[config.mk]
export PLATFORM = sky130hd
export DESIGN_NAME = i2c_dport
export DESIGN_NICKNAME = d
export VERILOG_FILES = /design/src/rtl/i2c_dport_pkg.sv /design/src/rtl/i2c_dport_buf.sv /design/src/rtl/i2c_dport_flags.sv /design/src/rtl/i2c_dport.sv
export SDC_FILE = /design/constraint.sdc
export NUM_CORES = 1
export LEC_CHECK = 0
export BUFFER_PORTS_ARGS = -buffer_cell sky130_fd_sc_hd__buf_2
export CAP_MARGIN = 20
export CORE_MARGIN = 5
export CORE_UTILIZATION = 50
export CTS_CLUSTER_SIZE = 20
export DETAILED_ROUTE_END_ITERATION = 12
export GPL_TIMING_DRIVEN = 0
export PLACE_DENSITY = 0.86
export SETUP_SLACK_MARGIN = 0.2
export SYNTH_ARGS = -nofsm -noshare
export SYNTH_HDL_FRONTEND = slang
export SYNTH_SLANG_ARGS = --single-unit
[constraint.sdc]
create_clock -name clk -period 4.55 [get_ports clk]
set_input_delay 0.91 -clock clk [delete_from_list [all_inputs] [get_ports clk]]
set_output_delay 0.91 -clock clk [all_outputs]
set_load 0.05 [all_outputs]
[src/rtl/i2c_dport_pkg.sv]
package i2c_dport_pkg;
  localparam int unsigned LANE_W = 8;
  localparam int unsigned WORD_W = 2 * LANE_W;

  localparam int unsigned ST_ARDY = 0;
  localparam int unsigned ST_RRDY = 1;
  localparam int unsigned ST_XRDY = 2;
  localparam int unsigned ST_XUDF = 3;
  localparam int unsigned ST_ROVR = 4;
  localparam int unsigned ST_AERR = 5;
  localparam int unsigned ST_W    = 6;

  // Byte taken first from a written word.
  function automatic logic [LANE_W-1:0] lane_first(input logic [WORD_W-1:0] w, input logic big);
    return big ? w[WORD_W-1:LANE_W] : w[LANE_W-1:0];
  endfunction

  // Byte taken second from a written word.
  function automatic logic [LANE_W-1:0] lane_second(input logic [WORD_W-1:0] w, input logic big);
    return big ? w[LANE_W-1:0] : w[WORD_W-1:LANE_W];
  endfunction

  // Word formed from the oldest byte and the one after it.
  function automatic logic [WORD_W-1:0] word_of(input logic [LANE_W-1:0] older,
                                                input logic [LANE_W-1:0] newer,
                                                input logic big);
    return big ? {older, newer} : {newer, older};
  endfunction
endpackage

[src/rtl/i2c_dport_buf.sv]
module i2c_dport_buf #(
  parameter int unsigned DEPTH = 4
) (
  input  logic                                   clk,
  input  logic                                   rst_n,
  input  logic [1:0]                             pop_n,
  input  logic [1:0]                             push_n,
  input  logic [i2c_dport_pkg::LANE_W-1:0]       push_a,
  input  logic [i2c_dport_pkg::LANE_W-1:0]       push_b,
  output logic [DEPTH-1:0][i2c_dport_pkg::LANE_W-1:0] slot_q,
  output logic [$clog2(DEPTH+1)-1:0]             fill_q
);
  localparam int unsigned CW = $clog2(DEPTH+1);
  localparam int unsigned LW = i2c_dport_pkg::LANE_W;

  logic [CW-1:0] base;
  assign base = fill_q - CW'(pop_n);

  for (genvar i = 0; i < DEPTH; i++) begin : g_slot
    logic [LW-1:0] d;
    logic [LW-1:0] q;
    always_comb begin
      d = '0;
      for (int k = 0; k < 3; k++) begin
        if (int'(pop_n) == k && i + k < DEPTH) d = slot_q[(i + k) % DEPTH];
      end
      if (push_n != 2'd0 && int'(base) == i) d = push_a;
      if (push_n == 2'd2 && int'(base) + 1 == i) d = push_b;
    end
    always_ff @(posedge clk or negedge rst_n) begin
      if (!rst_n) q <= '0;
      else        q <= d;
    end
    assign slot_q[i] = q;
  end

  always_ff @(posedge clk or negedge rst_n) begin
    if (!rst_n) fill_q <= '0;
    else        fill_q <= fill_q - CW'(pop_n) + CW'(push_n);
  end
endmodule

[src/rtl/i2c_dport_flags.sv]
module i2c_dport_flags #(
  parameter int unsigned W = i2c_dport_pkg::ST_W
) (
  input  logic         clk,
  input  logic         rst_n,
  input  logic [W-1:0] seq_set,
  input  logic [W-1:0] seq_clr,
  input  logic [W-1:0] acc_set,
  input  logic [W-1:0] acc_clr,
  output logic [W-1:0] flags_q
);
  logic [W-1:0] flags_d;
  always_comb begin
    flags_d = (flags_q & ~seq_clr) | seq_set;
    flags_d = (flags_d & ~acc_clr) | acc_set;
  end

  always_ff @(posedge clk or negedge rst_n) begin
    if (!rst_n) flags_q <= '0;
    else        flags_q <= flags_d;
  end
endmodule

[src/rtl/i2c_dport.sv]
module i2c_dport #(
  parameter int unsigned DEPTH = 4
) (
  input  logic                         clk,
  input  logic                         rst_n,
  input  logic                         big_endian,
  input  logic                         is_master,
  input  logic                         tx_dir,
  input  logic                         wr_en,
  input  logic                         wr_byte,
  input  logic [15:0]                  wr_data,
  input  logic                         rd_en,
  output logic [15:0]                  rd_data,
  input  logic                         rx_push,
  input  logic [7:0]                   rx_byte,
  input  logic                         tx_pop,
  output logic [7:0]                   tx_byte,
  output logic [$clog2(DEPTH+1)-1:0]   level,
  input  logic [5:0]                   stat_set,
  input  logic [5:0]                   stat_clr,
  output logic [5:0]                   stat,
  output logic                         master_clr,
  output logic                         kick
);
  import i2c_dport_pkg::*;
  localparam int unsigned CW = $clog2(DEPTH+1);

  logic [DEPTH-1:0][LANE_W-1:0] slots;
  logic [1:0]  need, push_n, pop_n;
  logic [LANE_W-1:0] push_a, push_b;
  logic        cpu_any, rd_go, rd_master;
  logic        ev_wr_ok, ev_wr_drop, ev_rd, ev_rd_empty, ev_push, ev_pop;
  logic        lock_q, lock_d;
  logic [CW-1:0] level_after;
  logic [ST_W-1:0] acc_set, acc_clr;
  logic [WORD_W-1:0] rd_word_q;
  logic        kick_q, mclr_q;

  // Access events, named for the checker.
  assign cpu_any     = wr_en | rd_en;
  assign rd_go       = rd_en & ~wr_en;
  assign rd_master   = rd_go & is_master & ~tx_dir;
  assign need        = wr_byte ? 2'd1 : 2'd2;
  assign ev_wr_ok    = wr_en & ~lock_q & ((int'(DEPTH) - int'(level)) >= int'(need));
  assign ev_wr_drop  = wr_en & ~ev_wr_ok;
  assign ev_rd       = rd_go & (level != '0);
  assign ev_rd_empty = rd_go & (level == '0);
  assign ev_push     = rx_push & ~cpu_any & (int'(level) < int'(DEPTH));
  assign ev_pop      = tx_pop & ~cpu_any & (level != '0);

  always_comb begin
    push_n = 2'd0;
    push_a = rx_byte;
    push_b = '0;
    if (ev_wr_ok) begin
      push_n = need;
      push_a = wr_byte ? wr_data[LANE_W-1:0] : lane_first(wr_data, big_endian);
      push_b = lane_second(wr_data, big_endian);
    end else if (ev_push) begin
      push_n = 2'd1;
    end
  end

  always_comb begin
    pop_n = 2'd0;
    if (ev_rd)       pop_n = (int'(level) >= 2) ? 2'd2 : 2'd1;
    else if (ev_pop) pop_n = 2'd1;
  end

  assign level_after = level - CW'(pop_n) + CW'(push_n);
  assign lock_d = (ev_wr_ok & wr_byte) | (lock_q & (level_after != '0));

  always_comb begin
    acc_set = '0;
    acc_clr = '0;
    if (rd_go) begin
      acc_clr[ST_RRDY] = 1'b1;
      acc_clr[ST_ROVR] = 1'b1;
    end
    if (rd_master) acc_set[ST_ARDY] = 1'b1;
    if (ev_wr_ok) begin
      acc_clr[ST_XUDF] = 1'b1;
      acc_clr[ST_XRDY] = 1'b1;
    end
    if (ev_rd_empty | ev_wr_drop) acc_set[ST_AERR] = 1'b1;
  end

  i2c_dport_buf #(.DEPTH(DEPTH)) u_buf (
    .clk    (clk),
    .rst_n  (rst_n),
    .pop_n  (pop_n),
    .push_n (push_n),
    .push_a (push_a),
    .push_b (push_b),
    .slot_q (slots),
    .fill_q (level)
  );

  i2c_dport_flags #(.W(ST_W)) u_flags (
    .clk     (clk),
    .rst_n   (rst_n),
    .seq_set (stat_set),
    .seq_clr (stat_clr),
    .acc_set (acc_set),
    .acc_clr (acc_clr),
    .flags_q (stat)
  );

  // Slots at or above the fill level always hold zero, so an empty or
  // half-empty read yields zero in the missing lanes.
  always_ff @(posedge clk or negedge rst_n) begin
    if (!rst_n) begin
      rd_word_q <= '0;
      lock_q    <= 1'b0;
      kick_q    <= 1'b0;
      mclr_q    <= 1'b0;
    end else begin
      if (rd_go) rd_word_q <= word_of(slots[0], slots[1 % DEPTH], big_endian);
      lock_q <= lock_d;
      kick_q <= cpu_any;
      mclr_q <= rd_master;
    end
  end

  assign rd_data    = rd_word_q;
  assign tx_byte    = slots[0];
  assign kick       = kick_q;
  assign master_clr = mclr_q;
endmodule

==> metrics, run 1 <==
status completed; Synth area leader dfrtp_1; Clock Skew 0.00947 ns; diode count 0; RSZ-0062 raised after global routing false; Tcrit/Tclk final 91.9%; largest net degree at the start of global routing 35; Setup crit start u_buf.fill_q[1]; pwr/cell area 732 nW/um2; DP Area 4590 um2; 1st-pass router iterations 5; # nets final 607; total wire length 11800 um; WP data arrival 4.38 ns; r2r endpoint u_buf.g_slot[0].q[7]; Die X-Extent 99.8 um; Cells after Synth 451; chip height 99.8 um; worst slew pin tran 0.766 ns; syn_nets 508; top_reg_cell synth dfrtp_1; leak pwr 0.00222 uW; fmax 239 MHz; die area 9950 um2; R2R depth 17; Power Total 3590 uW; Worst-Skew Late Latency 0.35 ns; Inst Count DP 633; clock group share of total power 15.3%; Largest stage delay, worst path 0.53 ns; CP Buf/Inv Count 4; num rows 32; Max IR drop VDD 0.386 mV; Slew HR 48.7%; via count 4092; Async SR Flop Fraction 100%; clock root cell clkbuf_8; Top Ports 81; wire per inst 18.0 um; Final setup viols 0; Critical Path Fanout Max 10; Critical Path, Cell by Cell inv_1 -> ha_1 -> ha_1 -> or4b_4 -> a211oi_4 -> buf_6 -> ha_1 -> inv_1 -> fa_2 -> nor2b_1 -> ha_1 -> nor4bb_4 -> and4_1 -> buf_4 -> a21oi_1 -> o22ai_1 -> o211ai_1; H-tree depth 3; Critical-path top delay cell or4b_4; startpoint types flop; WP depth 17; reg-to-reg critical path startpoint u_buf.fill_q[1]; IO Port Bufs 79; clock sinks 60; total global routing overflow 0; r2r setup slk 0.37 ns; layout cells sized above 1 28.6%; Slew Limit Fails 0; Bufs on Longest Clock Path 2; cell-internal power 1800 uW; hold crit path type reg -> reg; Post-synth EDFFs 0; Max Cap Violations 0; critical path class reg -> reg; cell area after synthesis 4030 um2; area delta synth->final 21.9%; Net Sw Frac 50.0%; number of failing hold endpoints at the final stage 0; highest metal used met4; share of power burned in combinational logic 58.5%; Clock transition at path regs 0.07 ns; synthesized flop and latch total 60; dpl hpwl 8810 um; vias per cell 6.23; number of distinct library cells after synthesis 50; largest cells by area after synthesis dfrtp_1 37%, o21ai_0 6.1%, mux2i_1 6.0%, o211ai_1 6.0%, a21oi_1 4.5%; critical path endpoint category flop; number of routed nets with antenna violations 0; Top cell by count, worst path ha_1; Worst Path Required 4.75 ns; routed length on met3 1160 um; wl on met1 4860 um; Reg power frac 26.2%; commonest non-fill, non-tap cell in the layout buf_2; first-pass GRT wire length 19400 um; NetSw 1790 uW; Synth top area share 37.3%; CP top delay family adder cells; GPL Wtd Cong 0.899; initial antenna violation count 0; Non-Filler Instances 657; vias in the first global route 4025; commonest non-fill, non-tap cells in the layout 89 x buf_2, 58 x dfrtp_1, 49 x o21ai_0; register area share after synthesis 37.3%; YS warnings 0; CP Capture Point u_buf.g_slot[0].q[7]; Syn Area/Cell 8.93 um2; met2 WL 5630 um; Iteration-0 DRC Markers 365; CTS buffer count 9; Total GRT Usage 24.4%; post-layout min period 4.18 ns; TritonCTS clock tree yes; Initial Util 51.6%; number of remaining DRC errors 0; Post-CTS Hold Fix Bufs 0; core outline area 7810 um2; fillcell total 673; post-route cell area 4910 um2
synthesized netlist by cell type (3+ instances only):
cell and number:
a21oi_1 36, a22o_1 15, a31oi_1 16, a32o_1 8
and2_1 3, and3_1 4, and4_1 3, buf_1 7
buf_2 9, buf_4 9, clkbuf_1 17, dfrtp_1 60
ha_1 9, inv_1 13, mux2_2 8, mux2i_1 24
nand2_1 44, nand3_1 12, nor2_1 8, nor2b_1 6
o211ai_1 32, o21ai_0 49, o22ai_1 24, or2_2 4
worst min path at each step:
stage,start,to,cells after the start
after floorplan,lock_q,lock_q,2
after global placement,rd_data[11],rd_data[11],2
after detailed placement,rd_data[12],rd_data[12],2
after CTS,rd_data[12],rd_data[12],2
after global routing,rd_data[12],rd_data[12],2
final,rd_data[12],rd_data[12],2
cell type report:
class                      count  area (um2)  area share [%]
clock inverter                 6        86.3            1.76
multi-input combinational    332        2290            46.6
sequential                    60        1500            30.6
clock buffer                  10         138            2.80
buffer                        46         244            4.97
tap                          102         128            2.60
inverter                      13        48.8           0.994
timing repair buffer          88         475            9.68
worst min-delay path, delay by kind of cell (launching register included):
kind	cells	cell delay (ns)
and+or+nand+nor	1	0.05
DFF	1	0.34
AOI/OAI and AO/OA	1	0.06
sequential cells by signal (all words and copies together), names as in the netlist:
| register | count |
|---|---|
| u_buf.g_slot.q | 32 |
| rd_data | 16 |
| u_flags.flags_q | 6 |
| u_buf.fill_q | 3 |
| kick | 1 |
| lock_q | 1 |
| master_clr | 1 |
what timing repair did:
item,4_1_cts,5_1_grt
resized for setup,3,5
pin swaps,2,3
setup buffers,2,6
endpoints found under the setup margin,32,32
hold endpoints to repair,0,0
cells by family (layout without fill, tap and decap cells):
group	Yosys count	in the layout	synth area share (%)
AOI/OAI and AO/OA	191	191	30.7
DFF	60	60	37.3
and+or+nand+nor	96	96	12.3
buffers and inverters	59	163	7.08
xor gates and xnor gates	2	2	0.621
adders and majority gates	11	11	3.79
muxes	32	32	8.20
per-stage QoR:
step	hold WS [ns]	worst slack [ns]	utilization, %	setup TNS (ns)
6_report	0.472	0.367	62.9	0
2_1_floorplan	0.463	0.200	-	0
4_1_cts	0.483	0.203	62.0	0
5_1_grt	0.499	0.164	62.9	0
3_3_place_gp	0.457	-0.183	58.5	-2.18
3_5_place_dp	0.467	-0.242	58.8	-4.23
per-layer routing:
| layer | vias up | track usage (%) |
|---|---|---|
| li1 | 1886 | - |
| met5 | - | 0 |
| met2 | 247 | 40.2 |
| met1 | 1943 | 31.4 |
| met4 | 0 | 10.6 |
| met3 | 16 | 4.14 |
power by group through the flow:
| stage | sequential [uW] | combinational [uW] | clock, uW |
|---|---|---|---|
| 3_5_place_dp | 944 | 1950 | 0 |
| 3_3_place_gp | 928 | 1900 | 0 |
| 4_1_cts | 934 | 1990 | 554 |
| 2_1_floorplan | 1150 | 1240 | 0 |
| 5_1_grt | 974 | 2270 | 576 |
| 6_report | 941 | 2100 | 550 |
No activity file was read; power rests on OpenSTA's default activity.
==> inputs of run 2 (changes only) <==
--- a/config.mk
+++ b/config.mk
@@ -7,8 +7,10 @@
 export LEC_CHECK = 0
 export BUFFER_PORTS_ARGS = -buffer_cell sky130_fd_sc_hd__buf_2
 export CAP_MARGIN = 20
+export CELL_PAD_IN_SITES_DETAIL_PLACEMENT = 1
+export CELL_PAD_IN_SITES_GLOBAL_PLACEMENT = 1
 export CORE_MARGIN = 5
-export CORE_UTILIZATION = 50
+export CORE_UTILIZATION = 38
 export CTS_CLUSTER_SIZE = 20
 export DETAILED_ROUTE_END_ITERATION = 12
 export GPL_TIMING_DRIVEN = 0
@@ -17,3 +19,4 @@
 export SYNTH_ARGS = -nofsm -noshare
 export SYNTH_HDL_FRONTEND = slang
 export SYNTH_SLANG_ARGS = --single-unit
+export TNS_END_PERCENT = 20
==> metrics, run 2 (same netlist as run 1, synthesis figures left out) <==
critical path endpoint category flop; die area 12800 um2 (+28%); Slew HR 45.5% (-3.2 points); 1st-pass router iterations 5 (unchanged); Hold Path Cell Cnt 2 (unchanged); DP Area 4630 um2 (+0.93%); layout cells sized above 1 29.0% (+0.31 points); Iteration-0 DRC Markers 230 (-37%); Slew Limit Fails 0 (unchanged); Initial Util 39.0% (-13 points); diode count 0 (unchanged); startpoint types flop; status completed; Reg power frac 26.0% (-0.2 points); pwr/cell area 738 nW/um2 (+0.85%); GPL Wtd Cong 0.893 (-0.61%); max reg flops 32 (unchanged); total global routing overflow 0 (unchanged); cell-internal power 1780 uW (-0.86%); Power Total 3660 uW (+1.8%); Final setup viols 0 (unchanged); r2r endpoint u_buf.g_slot[1].q[2]; wire per inst 19.8 um (+10%); total wire length 13700 um (+16%); clock root cell clkbuf_8; area delta synth->final 23.0%; clock sinks 60 (unchanged); chip height 113 um (+13%); reg-to-reg critical path startpoint u_buf.fill_q[0]; commonest non-fill, non-tap cell in the layout buf_2; first-pass GRT wire length 22700 um (+17%); CTS buffer count 9 (unchanged); Tcrit/Tclk final 91.4% (-0.52 points); vias in the first global route 4400 (+9.3%); Max IR drop VDD 0.252 mV (-35%); # nets final 608 (+0.16%); WP data arrival 4.42 ns (+0.04 ns); Clock transition at path regs 0.08 ns (about the same); initial antenna violation count 0 (unchanged); Worst Path Required 4.81 ns (+0.06 ns); post-layout min period 4.16 ns (-0.0238 ns); dpl hpwl 10300 um (+17%); IO Port Bufs 79 (unchanged); Critical Path Fanout Max 8 (-2); number of routed nets with antenna violations 0 (unchanged); clock group share of total power 15.2% (about the same); Bufs on Longest Clock Path 2 (unchanged); Max Cap Violations 0 (unchanged); critical path class reg -> reg; total negative slack 0 ns (unchanged); commonest non-fill, non-tap cells in the layout 89 x buf_2, 57 x dfrtp_1, 49 x o21ai_0; Post-CTS Hold Fix Bufs 0 (unchanged); R2R depth 17 (unchanged); Net Sw Frac 51.3% (+1.3 points); Placement Setup Slack -0.371 ns (-0.128 ns); hold crit path type reg -> reg; number of failing hold endpoints at the final stage 0 (unchanged); min-delay src rd_data[8]; number of remaining DRC errors 0 (unchanged); Total GRT Usage 22.1% (-2.3 points); leak pwr 0.00221 uW (-0.37%); fmax 240 MHz (+0.57%); register bank with the most flops u_buf.g_slot.q; H-tree depth 3 (unchanged); Top Ports 81 (unchanged); RSZ-0062 raised after global routing false; Die X-Extent 113 um (+13%); Worst-Skew Late Latency 0.35 ns (about the same); largest net degree at the start of global routing 36 (+2.9%); r2r setup slk 0.39 ns (+0.02 ns); Hold Path Sink rd_data[8]; vias per cell 5.85 (-6.1%); post-route cell area 4960 um2 (+0.97%); share of power burned in combinational logic 58.8% (+0.3 points); Final WS setup 0.391 ns (+0.0238 ns); NetSw 1880 uW (+4.5%); via count 4047 (-1.1%); Clock Skew 0.00944 ns (-0.0000354 ns); core outline area 10300 um2 (+32%); num rows 37 (+16%); TritonCTS clock tree yes; worst slew pin tran 0.814 ns (+0.0480 ns)
run 2: routing by layer:
metal | share of wire [%] | GRT usage (%) | vias to the layer above
li1 | - | - | 1880
met5 | 0 | 0 | -
met4 | 2.5 | 7.69 | 0
met1 | 42 | 27.7 | 1961
met3 | 7.2 | 4.65 | 43
met2 | 49 | 37.6 | 163
run 2: metrics by stage:
| step | hold WS (ns) | instances | util [%] |
|---|---|---|---|
| 3_3_place_gp | 0.458 | 666 | 44.7 |
| 3_5_place_dp | 0.475 | 667 | 44.9 |
| 6_report | 0.487 | 692 | 48.0 |
| 4_1_cts | 0.492 | 685 | 47.2 |
| 2_1_floorplan | 0.463 | 451 | - |
| 5_1_grt | 0.512 | 692 | 48.0 |
run 2: what timing repair did:
| action | CTS | global route |
|---|---|---|
| endpoints found under the hold margin | 0 | 0 |
| pin swaps | 2 | 3 |
| endpoints found under the setup margin | 32 | 32 |
| setup buffers | 2 | 7 |
| resized for setup | 2 | 9 |
run 2: layout make-up:
type,instances,area [um2]
clock buffer,9,124
fill,1256,5370
buffer,46,248
sequential,60,1510
clock inverter,7,98.8
inverter,13,48.8
multi-input combinational,332,2280
timing repair buffer,89,483
tap,136,170
run 2: worst max-delay path by stage:
stage / from / to / slack, ns / cells past startpoint
global placement: wr_en / u_buf.g_slot[1].q[2] / -0.23 / 15
CTS: u_buf.fill_q[1] / u_buf.g_slot[0].q[6] / 0.19 / 17
finish: u_buf.fill_q[0] / u_buf.g_slot[1].q[2] / 0.39 / 17
detailed placement: wr_en / u_buf.g_slot[1].q[0] / -0.37 / 15
floorplan: u_buf.fill_q[2] / u_buf.g_slot[1].q[1] / 0.20 / 16
global route: wr_en / u_buf.g_slot[3].q[5] / 0.21 / 15
run 2: power groups by stage:
stage                     sequential, uW  combinational [uW]  clock (uW)
after floorplan                     1150                1240           0
after global placement               930                1930           0
after detailed placement             949                2020           0
after CTS                            943                2060         556
after global routing                 980                2330         584
final                                952                2150         556
run 2: worst max-delay path, cell delays in order, from the launching register on:
cell and delay [ns]:
dfrtp_2 0.39, inv_2 0.06, ha_1 0.22, ha_2 0.21
or4b_4 0.52, a211oi_4 0.24, buf_6 0.13, ha_1 0.13
inv_1 0.06, fa_2 0.50, nor2b_1 0.16, ha_1 0.30
nor2b_2 0.24, nor3b_4 0.23, and3_1 0.18, clkdlybuf4s15_2 0.29
nand2_1 0.08, o211ai_1 0.10
==> inputs of run 3 (changes only) <==
--- a/config.mk
+++ b/config.mk
@@ -9,7 +9,6 @@
 export CAP_MARGIN = 20
 export CELL_PAD_IN_SITES_DETAIL_PLACEMENT = 1
 export CELL_PAD_IN_SITES_GLOBAL_PLACEMENT = 1
-export CORE_MARGIN = 5
 export CORE_UTILIZATION = 38
 export CTS_CLUSTER_SIZE = 20
 export DETAILED_ROUTE_END_ITERATION = 12
==> metrics, run 3 (same netlist as run 1, synthesis figures left out) <==
largest net degree at the start of global routing 36 (unchanged); total wire length 13200 um (-3.7%); Slew HR 48.3% (+2.8 points); via count 4076 (+0.72%); global route hottest layer met2; Worst Path Required 4.74 ns (-0.07 ns); Critical Path Fanout Max 10 (+2); vias per cell 5.90 (+0.86%); Top Ports 81 (unchanged); Clock transition at path regs 0.08 ns (about the same); Iteration-0 DRC Markers 221 (-3.9%); Max Cap Violations 0 (unchanged); status completed; CTS buffer count 9 (unchanged); Bufs on Longest Clock Path 2 (unchanged); total global routing overflow 0 (unchanged); WP data arrival 4.45 ns (+0.03 ns); Total GRT Usage 24.1% (+2.1 points); commonest non-fill, non-tap cells in the layout 88 x buf_2, 58 x dfrtp_1, 49 x o21ai_0; diode count 0 (unchanged); met2 usage 40.9% (+3.4 points); layout cells sized above 1 28.6% (-0.31 points); final core occ 48.0% (about the same); initial antenna violation count 0 (unchanged); Max IR drop VDD 0.258 mV (+2.4%); startpoint types flop; worst slew pin tran 0.773 ns (-0.0419 ns); number of routed nets with antenna violations 0 (unchanged); max reg flops 32 (unchanged); Min Hold Slack 0.476 ns (-0.0111 ns); vias in the first global route 4084 (-7.2%); fillcell total 1260 (+0.32%); die area 11000 um2 (-14%); critical path class reg -> reg; pwr/cell area 738 nW/um2 (about the same); commonest non-fill, non-tap cell in the layout buf_2; wire per inst 19.1 um (-3.6%); number of failing hold endpoints at the final stage 0 (unchanged); RSZ-0062 raised after global routing true; GR Util met1 31.4% (+3.7 points); TritonCTS clock tree yes; # nets final 607 (-0.16%); Clock Skew 0.0159 ns (+0.00642 ns); clock sinks 60 (unchanged); fmax 235 MHz (-2.3%); dpl hpwl 9900 um (-4.2%); clock root cell clkbuf_8; register bank with the most flops u_buf.g_slot.q; leak pwr 0.00221 uW (about the same); area delta synth->final 23.0% (about the same); met3 usage 3.24% (-1.4 points); H-tree depth 3 (unchanged); number of remaining DRC errors 0 (unchanged); core outline area 10300 um2 (unchanged); IO Port Bufs 79 (unchanged); Worst-Skew Late Latency 0.35 ns (about the same); Post-CTS Hold Fix Bufs 0 (unchanged); GPL Wtd Cong 0.913 (+2.2%); register area 1500 um2 (about the same); Final setup viols 0 (unchanged); critical path endpoint category flop; Initial Util 39.0% (unchanged); post-layout min period 4.26 ns (+0.0964 ns); 1st-pass router iterations 4 (-1); num rows 37 (unchanged); Tcrit/Tclk final 93.5% (+2.1 points); Die X-Extent 105 um (-7.1%); Slew Limit Fails 0 (unchanged); first-pass GRT wire length 20900 um (-7.8%); multi-input logic area 2280 um2 (+0.16%); chip height 105 um (-7.1%); hold crit path type reg -> reg
==> run 3: cell count changes in the layout (fill, tap and decap cells not counted), sizes merged <==
cell / before / now
buf: 115 / 113
clkbuf: 28 / 30
clkinv: 3 / 2
==> run 3: cell type report <==
cell class                 count  area share (%)
multi-input combinational    332            46.1
clock buffer                  10            2.78
inverter                      13           0.985
clock inverter                 6            1.74
sequential                    60            30.4
buffer                        46            5.00
tap                          136            3.44
timing repair buffer          88            9.60
==> run 3: worst paths after layout <==
kind,depth (start not counted),slack [ns],to,start
max reg2reg,16,0.29,u_buf.g_slot[0].q[0],u_buf.fill_q[2]
max,16,0.29,u_buf.g_slot[0].q[0],u_buf.fill_q[2]
max in group asynchronous,2,3.36,u_buf.g_slot[3].q[1],rst_n
min in group asynchronous,1,0.57,kick,rst_n
min,2,0.48,rd_data[8],rd_data[8]
min reg2reg,2,0.48,rd_data[8],rd_data[8]
==> run 3: timing repair <==
item / in CTS / in global routing
setup buffers: 2 / 6
resized for setup: 2 / 7
setup endpoints to repair: 32 / 32
pin swaps: 1 / 2
==> run 3: report_power, final <==
| group | switching (uW) | internal, uW | leakage, uW |
|---|---|---|---|
| Clock | 233 | 323 | 0.000113 |
| Combinational | 1420 | 729 | 0.00134 |
| Sequential | 201 | 747 | 0.000758 |
| Total | 1860 | 1800 | 0.00221 |
==> run 3: worst max-delay path: stages, from the launching register on <==
cell	delay [ns]
dfrtp_1	0.55
inv_1	0.09
ha_1	0.27
or4b_4	0.52
a211oi_4	0.28
buf_6	0.18
ha_1	0.15
inv_1	0.05
fa_2	0.45
nor2b_1	0.16
ha_1	0.29
nor4bb_2	0.28
and4_1	0.29
buf_6	0.16
a21oi_1	0.08
o22ai_1	0.18
o211ai_1	0.12
==> run 3: routing by layer <==
metal | vias to the layer above | share of wire, %
met5 | - | 0
met4 | 0 | 1.6
met3 | 24 | 4.8
met2 | 147 | 49
met1 | 2017 | 44
li1 | 1888 | -
==> run 3: through the flow <==
| stage | power (uW) | instance area (um2) | setup WS [ns] | std cells | setup TNS (ns) |
|---|---|---|---|---|---|
| global placement | 2840 | 4610 | -0.229 | 666 | -3.34 |
| global route | 3850 | 4950 | 0.102 | 691 | 0 |
| detailed placement | 2960 | 4630 | -0.281 | 667 | -5.72 |
| CTS | 3550 | 4880 | 0.199 | 685 | 0 |
| finish | 3660 | 4950 | 0.294 | 691 | 0 |
| floorplan | 2390 | 4050 | 0.200 | 451 | 0 |
